File: src/rtl/pb_pkg.sv
package pb_pkg;

    // Controller phases; encoding is internal only.
    typedef enum logic [2:0] {
        ST_IDLE     = 3'd0,
        ST_DEBOUNCE = 3'd1,
        ST_PULSE    = 3'd2,
        ST_LOCKOUT  = 3'd3,
        ST_WAIT_REL = 3'd4
    } pb_state_e;

    // Command from the controller to the shared interval counter.
    typedef struct packed {
        logic clear;
        logic advance;
    } pb_tmr_ctl_t;

    // Milliseconds to clock cycles, never less than one cycle.
    function automatic int ms_to_cycles(input longint clk_hz, input int ms);
        longint c;
        c = (clk_hz * longint'(ms)) / 64'd1000;
        if (c < 1) c = 1;
        return int'(c);
    endfunction

    function automatic int max3(input int a, input int b, input int c);
        int m;
        m = (a > b) ? a : b;
        return (m > c) ? m : c;
    endfunction

    // Counter runs from 0 up to limit-1.
    function automatic int cnt_bits(input int limit);
        return (limit <= 2) ? 1 : $clog2(limit);
    endfunction

endpackage

File: src/rtl/pb_sync.sv
module pb_sync #(
    parameter int STAGES        = 2,
    parameter bit IN_ACTIVE_LOW = 1'b1
) (
    input  logic clk,
    input  logic rst,
    input  logic raw,
    output logic pressed
);
    // Level the contact shows when the button is untouched.
    localparam logic IDLE_LVL = IN_ACTIVE_LOW;

    logic [STAGES-1:0] chain;

    generate
        if (STAGES == 1) begin : g_single
            always_ff @(posedge clk) begin
                if (rst) chain <= IDLE_LVL;
                else     chain <= raw;
            end
        end else begin : g_multi
            always_ff @(posedge clk) begin
                if (rst) chain <= {STAGES{IDLE_LVL}};
                else     chain <= {chain[STAGES-2:0], raw};
            end
        end
    endgenerate

    // Normalise: 1 means pressed regardless of wiring.
    assign pressed = chain[STAGES-1] ^ IDLE_LVL;

endmodule

File: src/rtl/pb_timer.sv
import pb_pkg::*;

module pb_timer #(
    parameter int CW = 8
) (
    input  logic        clk,
    input  logic        rst,
    input  pb_tmr_ctl_t ctl,
    output logic [CW-1:0] count
);
    always_ff @(posedge clk) begin
        if (rst)              count <= '0;
        else if (ctl.clear)   count <= '0;
        else if (ctl.advance) count <= count + CW'(1);
    end
endmodule

File: src/rtl/pb_fsm.sv
import pb_pkg::*;

module pb_fsm #(
    parameter int DEB_CYC   = 8,
    parameter int PULSE_CYC = 4,
    parameter int LOCK_CYC  = 20,
    parameter int CW        = 8
) (
    input  logic          clk,
    input  logic          rst,
    input  logic          pressed,
    input  logic [CW-1:0] count,
    output pb_state_e     state_o,
    output pb_tmr_ctl_t   ctl_o
);
    localparam logic [CW-1:0] DEB_LAST   = CW'(DEB_CYC - 1);
    localparam logic [CW-1:0] PULSE_LAST = CW'(PULSE_CYC - 1);
    localparam logic [CW-1:0] LOCK_LAST  = CW'(LOCK_CYC - 1);

    pb_state_e state_q, state_d;
    pb_tmr_ctl_t ctl;

    always_comb begin
        state_d     = state_q;
        ctl.clear   = 1'b0;
        ctl.advance = 1'b0;
        unique case (state_q)
            ST_IDLE: begin
                ctl.clear = 1'b1;
                if (pressed) state_d = ST_DEBOUNCE;
            end
            ST_DEBOUNCE: begin
                if (!pressed) begin
                    state_d   = ST_IDLE;
                    ctl.clear = 1'b1;
                end else if (count == DEB_LAST) begin
                    state_d   = ST_PULSE;
                    ctl.clear = 1'b1;
                end else begin
                    ctl.advance = 1'b1;
                end
            end
            ST_PULSE: begin
                if (count == PULSE_LAST) begin
                    state_d   = ST_LOCKOUT;
                    ctl.clear = 1'b1;
                end else begin
                    ctl.advance = 1'b1;
                end
            end
            ST_LOCKOUT: begin
                if (count == LOCK_LAST) begin
                    state_d   = ST_WAIT_REL;
                    ctl.clear = 1'b1;
                end else begin
                    ctl.advance = 1'b1;
                end
            end
            ST_WAIT_REL: begin
                if (pressed) begin
                    ctl.clear = 1'b1;
                end else if (count == DEB_LAST) begin
                    state_d   = ST_IDLE;
                    ctl.clear = 1'b1;
                end else begin
                    ctl.advance = 1'b1;
                end
            end
            default: begin
                state_d   = ST_IDLE;
                ctl.clear = 1'b1;
            end
        endcase
    end

    always_ff @(posedge clk) begin
        if (rst) state_q <= ST_IDLE;
        else     state_q <= state_d;
    end

    assign state_o = state_q;
    assign ctl_o   = ctl;

endmodule

File: src/rtl/press_pulse_gen.sv
module press_pulse_gen
    import pb_pkg::*;
#(
    parameter int CLK_HZ         = 1_000_000,
    parameter int DEB_MS         = 50,
    parameter int PULSE_MS       = 2,
    parameter int LOCK_MS        = 500,
    parameter int DEB_CYC        = ms_to_cycles(CLK_HZ, DEB_MS),
    parameter int PULSE_CYC      = ms_to_cycles(CLK_HZ, PULSE_MS),
    parameter int LOCK_CYC       = ms_to_cycles(CLK_HZ, LOCK_MS),
    parameter int SYNC_STAGES    = 2,
    parameter bit IN_ACTIVE_LOW  = 1'b1,
    parameter bit OUT_ACTIVE_LOW = 1'b1
) (
    input  logic clk,
    input  logic rst,
    input  logic btn_raw,
    output logic pulse_out
);
    localparam int CW = cnt_bits(max3(DEB_CYC, PULSE_CYC, LOCK_CYC));

    logic          pressed;
    logic [CW-1:0] tmr_count;
    pb_tmr_ctl_t   tmr_ctl;
    pb_state_e     state_q;

    pb_sync #(
        .STAGES        (SYNC_STAGES),
        .IN_ACTIVE_LOW (IN_ACTIVE_LOW)
    ) u_sync (
        .clk     (clk),
        .rst     (rst),
        .raw     (btn_raw),
        .pressed (pressed)
    );

    pb_timer #(
        .CW (CW)
    ) u_timer (
        .clk   (clk),
        .rst   (rst),
        .ctl   (tmr_ctl),
        .count (tmr_count)
    );

    pb_fsm #(
        .DEB_CYC   (DEB_CYC),
        .PULSE_CYC (PULSE_CYC),
        .LOCK_CYC  (LOCK_CYC),
        .CW        (CW)
    ) u_fsm (
        .clk     (clk),
        .rst     (rst),
        .pressed (pressed),
        .count   (tmr_count),
        .state_o (state_q),
        .ctl_o   (tmr_ctl)
    );

    // Decoded from a register, so the output is glitch free.
    assign pulse_out = (state_q == ST_PULSE) ^ OUT_ACTIVE_LOW;

endmodule

File: config.mk
export PLATFORM = sky130hd
export DESIGN_NAME = press_pulse_gen
export DESIGN_NICKNAME = d
export VERILOG_FILES = /design/src/rtl/pb_pkg.sv /design/src/rtl/pb_sync.sv /design/src/rtl/pb_timer.sv /design/src/rtl/pb_fsm.sv /design/src/rtl/press_pulse_gen.sv
export SDC_FILE = /design/constraint.sdc
export NUM_CORES = 1
export LEC_CHECK = 0
export BUFFER_PORTS_ARGS = -buffer_cell sky130_fd_sc_hd__buf_2
export CAP_MARGIN = 20
export CORE_MARGIN = 2
export CORE_UTILIZATION = 41
export DETAILED_ROUTE_END_ITERATION = 7
export SETUP_SLACK_MARGIN = 0.02
export SLEW_MARGIN = 5
export SYNTH_ARGS = -nofsm -noshare
export SYNTH_HDL_FRONTEND = slang
export SYNTH_HIERARCHICAL = 1
export SYNTH_SLANG_ARGS = --single-unit
File: constraint.sdc
create_clock -name clk -period 7.3 [get_ports clk]
set_clock_uncertainty 0.15 [all_clocks]
set_input_delay 1.095 -clock clk [delete_from_list [all_inputs] [get_ports clk]]
set_output_delay 1.095 -clock clk [all_outputs]
set_load 0.01 [all_outputs]
# Word level (Yosys, flattened, before mapping)
# Cells that the tools add are included.
totals:
  register_bits: 24
  input_bits: 3
  word_cells: 41
op_classes:
  addsub: 1
  eq_ne: 13
  n_mux: 20
  bitwise: 1
  n_reduce_logical: 3
op_table:
  columns: ["cell", "count"]
  rows:
  - ["2-to-1 mux 3 bit", 7]
  - ["adder 19 x 1 -> 19 bit, second input constant", 1]
  - ["equality test 19 x 11 -> 1 bit, second input constant", 1]
  - ["equality test 19 x 16 -> 1 bit, second input constant", 1]
  - ["equality test 19 bit, second input constant", 1]
  - ["case mux 3 bit (5 select lines)", 1]
  - ["2-to-1 mux 1 bit", 10]
  - ["case mux 1 bit (4 select lines)", 2]
  - ["equality test 3 x 2 -> 1 bit, second input constant", 2]
  - ["!= test 2 x 1 -> 1 bit, second input constant", 3]
  - ["AND reduction 6 bit", 1]
  - ["!= test 2 bit, second input constant", 2]
  - ["equality test 3 x 1 -> 1 bit, second input constant", 1]
  - ["equality test 3 bit, second input constant", 1]
  - ["logical NOT 3 bit", 1]
  - ["!= test 3 x 2 -> 1 bit, second input constant", 1]
  - ["OR reduction 2 bit", 1]
  - ["NOT 1 bit", 1]

# Longest topological paths before layout
logic_depth:
  word_depth: 5
  depth_mapped: 11
  depth_no_buf: 10

# Hierarchy
# Netlist, hierarchy kept.
modules_own_cells:
  columns: ["module", "instances", "cells_per_inst", "area_per_inst_um2", "seq_area_each_um2"]
  rows:
  - ["pb_timer", 1, 102, 874.6, 380.4]
  - ["pb_fsm", 1, 45, 370.4, 60.1]
  - ["pb_sync", 1, 5, 56.3, 40.0]
  - ["press_pulse_gen", 1, 1, 8.8, 0.0]

# Least setup slack after synthesis
# Ideal clock, no wire load.
synth_timing:
  kind: "register -> register"
  start: "reg u_timer.count[4]"
  end: "reg u_timer.count[16]"
  setup_time_ps: 72
  arrival_ps: 3053
  slack_ps: 4025
  path_stages_with_launch: 12
  path_buffers: 1
  synth_period_minus_slack_ps: 3275
  cell_sequence: "dfxtp_1 or4_1 or4_4 or4_4 a31oi_4 o41a_2 inv_1 buf_2 nand4_1 nor3_1 nand4_1 mux2i_1"
synth_rtl:
  columns: ["item", "line_no", "text"]
  rows:
  - ["start, declared", "pb_timer.sv:9", "output logic [CW-1:0] count"]
  - ["start signal, assigned", "pb_timer.sv:14", "else if (ctl.advance) count <= count + CW'(1);"]

==> flow_metrics.env <==
export IMPL_status="finished, final reports clean"
export IMPL_holdPathStages=1
export IMPL_cp_required_ns=7.40
export IMPL_initial_core_util=0.429
export IMPL_avgSynthCellArea_um2=8.56
export IMPL_cp_start_kind="flip-flop"
export IMPL_grt_max_degree=19
export IMPL_clockPowerShare=0.276
export IMPL_ir_drop_mv=0.126
export IMPL_rrSetupSlack_ns=3.80
export IMPL_grt_ovfl_total=0
export IMPL_switching_share=0.270
export IMPL_ys_warnings_count=6
export IMPL_cts_sinks=24
export IMPL_min_to="u_sync/chain[1]"
export IMPL_path_max_fanout=8
export IMPL_rr_endpoint="u_timer/count[16]"
export IMPL_synthesis_nets=157
export IMPL_p_int_uw=183
export IMPL_setup_slack_ns=3.80
export IMPL_hold_path_class="flip-flop to flip-flop"
export IMPL_worst_setup_path_end_kind="flip-flop"
export IMPL_ys_seq_area_frac=0.367
export IMPL_insertion_delay_ns=0.31
export IMPL_gp_congestion=0.810
export IMPL_power_density_nw_per_um2=180
export IMPL_coreArea_um2=3050
export IMPL_clk_path_buf_depth=2
export IMPL_r2r_start="u_timer/count[4]"
export IMPL_p_comb_frac=0.174
export IMPL_finalMaxSlewViolations=0
export IMPL_cts_hold_buffers=0
export IMPL_netlist_instances=153
export IMPL_drc=0
export IMPL_hpwl_um=1910
export IMPL_clockRootBuffer="clkbuf_4"
export IMPL_crit_chain="or4_1 > or4_4 > or4_4 > a31oi_4 > o41a_2 > inv_1 > nand4_1 > nor3_1 > nand4_1 > mux2i_1"
export IMPL_path_clk_slew_ns=0.13
export IMPL_grt_pass1_vias=969
export IMPL_syn_to_final_growth_pct=6.88
export IMPL_grt_pass1_wl_um=4350
export IMPL_drt_wirelength_per_cell_um=13.1
export IMPL_cts_made_buffers=3
export IMPL_tightest_slew_ns=0.661
export IMPL_max_stage_delay_ns=0.54
export IMPL_antenna_found_initial=0
export IMPL_final_layout_size_suffix_gt1_frac=0.128
export IMPL_routed_wl_um=2610
export IMPL_routed_via_density=5.48
export IMPL_setup_tns_final_ns=0
export IMPL_setup_viol=0
export IMPL_portBuffers=3
export IMPL_worst_ep_arrival_time_ns=3.60
export IMPL_dr_pass1_iters=4
export IMPL_vias=1095
export IMPL_critPathKind="flip-flop to flip-flop"
export IMPL_async_flop_share=0
export IMPL_grt_usage=0.158
export IMPL_num_rows=20
export IMPL_grt_setup_unrepaired="no"
export IMPL_ctsHtreeMaxLevel=1
export IMPL_cts_setup_buffers=0
export IMPL_die_height_um=60.5
export IMPL_ys_seq_elements=24
export IMPL_drt_initial_drc_count=96
export IMPL_hold_viol_final=0
export IMPL_hold_start="u_sync/chain[0]"
export IMPL_ant_nets=0
export IMPL_multi_input_area_um2=787
export IMPL_final_cell_mix="24 x dfxtp_1, 20 x nor2_1, 14 x nand2_1"
export IMPL_cap_violations=0
export IMPL_fmax_mhz=286
export IMPL_fin_crit_sh=0.479
export IMPL_max_slew_margin=0.555
export IMPL_p_sw_uw=67.9
export IMPL_cts_tree="yes"
export IMPL_cts_resized=0
export IMPL_synth_edf_count=0
export IMPL_ys_types=40
export IMPL_num_antenna_cells=0
export IMPL_nets=161
export IMPL_synth_flop_cell="dfxtp_1"
export IMPL_reg2regPathDepth=10
export IMPL_die_x_um=60.5
export IMPL_die_area_um2=3660
export IMPL_p_seq_frac=0.550
export IMPL_cp_slowest_cell="or4_4"
export IMPL_pre_cts_ws_ns=3.85
export IMPL_layout_area_seq_um2=480
export IMPL_p_leak_uw=0.000440
export IMPL_layout_commonest_cell="dfxtp_1"
export IMPL_path_buf_inv=1
export IMPL_n_fill_cell=315
export IMPL_min_period_ns=3.50
export IMPL_critPathTopFamily="simple AND/OR/NAND/NOR gates"
export IMPL_syn_area_um2=1310
export IMPL_ios=4
## cell families (layout without fill, tap and decap cells)
| group | count (synthesis) | count (layout) | synth area share |
|---|---|---|---|
| muxes | 5 | 5 | 0.0458 |
| DFF | 24 | 24 | 0.367 |
| adders and majority gates | 1 | 1 | 0.00955 |
| xor gates and xnor gates | 10 | 10 | 0.0669 |
| and+or+nand+nor | 80 | 80 | 0.347 |
| buffers and inverters | 11 | 14 | 0.0325 |
| AOI/OAI and AO/OA | 22 | 22 | 0.132 |
## per-stage QoR
stage	utilization	hold WS [ns]	cells	power, µW	instance area, µm²
6_report	0.459	0.282	200	251	1400
5_1_grt	0.459	0.297	200	266	1400
4_1_cts	0.459	0.289	200	255	1400
3_5_place_dp	0.447	0.254	196	185	1360
3_3_place_gp	0.447	0.246	196	184	1360
2_1_floorplan	-	0.233	153	179	1310
## worst max path at each step
stage,slack [ns],end,cells after the start,startpoint
after global placement,3.92,u_timer/count[16],10,u_timer/count[4]
after detailed placement,3.85,u_timer/count[16],10,u_timer/count[4]
after global routing,3.67,u_timer/count[16],10,u_timer/count[4]
final,3.80,u_timer/count[16],10,u_timer/count[4]
after floorplan,4.03,u_timer/count[16],11,u_timer/count[4]
after CTS,3.82,u_timer/count[16],10,u_timer/count[4]
## area by class of cell
| class | instances | share of cell area |
|---|---|---|
| Clock buffer | 4 | 0.0259 |
| Inverter | 7 | 0.0188 |
| Multi-Input combinational cell | 118 | 0.562 |
| Sequential cell | 24 | 0.343 |
| Tap cell | 44 | 0.0393 |
| Timing Repair Buffer | 3 | 0.0107 |
## Yosys cell counts, types with 2 or more instances
master | count | area share
or4_4 | 3 | 0.026
mux2i_1 | 3 | 0.023
nor2_1 | 20 | 0.057
or2_1 | 2 | 0.0095
mux2_4 | 2 | 0.023
nand2_1 | 14 | 0.040
inv_1 | 7 | 0.020
nand3b_1 | 2 | 0.011
or3_1 | 5 | 0.024
nand4_1 | 6 | 0.029
xor2_1 | 2 | 0.013
clkbuf_1 | 3 | 0.0086
nor3_1 | 4 | 0.015
a31oi_1 | 2 | 0.0095
nand3_1 | 5 | 0.019
nand2b_1 | 2 | 0.0095
nor4_1 | 6 | 0.029
dfxtp_1 | 24 | 0.37
a21oi_1 | 8 | 0.031
o21ai_0 | 4 | 0.015
xnor2_1 | 8 | 0.053
nor2b_1 | 3 | 0.014
## per-layer routing
layer	wire length (µm)	share of wire	up-vias	GRT usage
li1	-	-	561	-
met1	1290	0.49	510	0.208
met2	1220	0.47	22	0.264
met3	88	0.034	2	0.0426
met4	15	0.0057	0	0.0311
met5	0	0	-	0
## flip-flops by register name, summed over array words and instances, names as in the netlist
signal,count
u_sync/chain,2
u_timer/count,19
u_fsm/state_o,3
## power by group through the flow
stage	clock network (µW)	logic (µW)	registers (µW)
after floorplan	0	38.9	140
after global placement	0	43.3	141
after detailed placement	0	44.1	141
after CTS	73.2	44.1	138
after global routing	78.6	47.8	139
final	69.4	43.8	138
No activity file was read; power rests on OpenSTA's default activity.
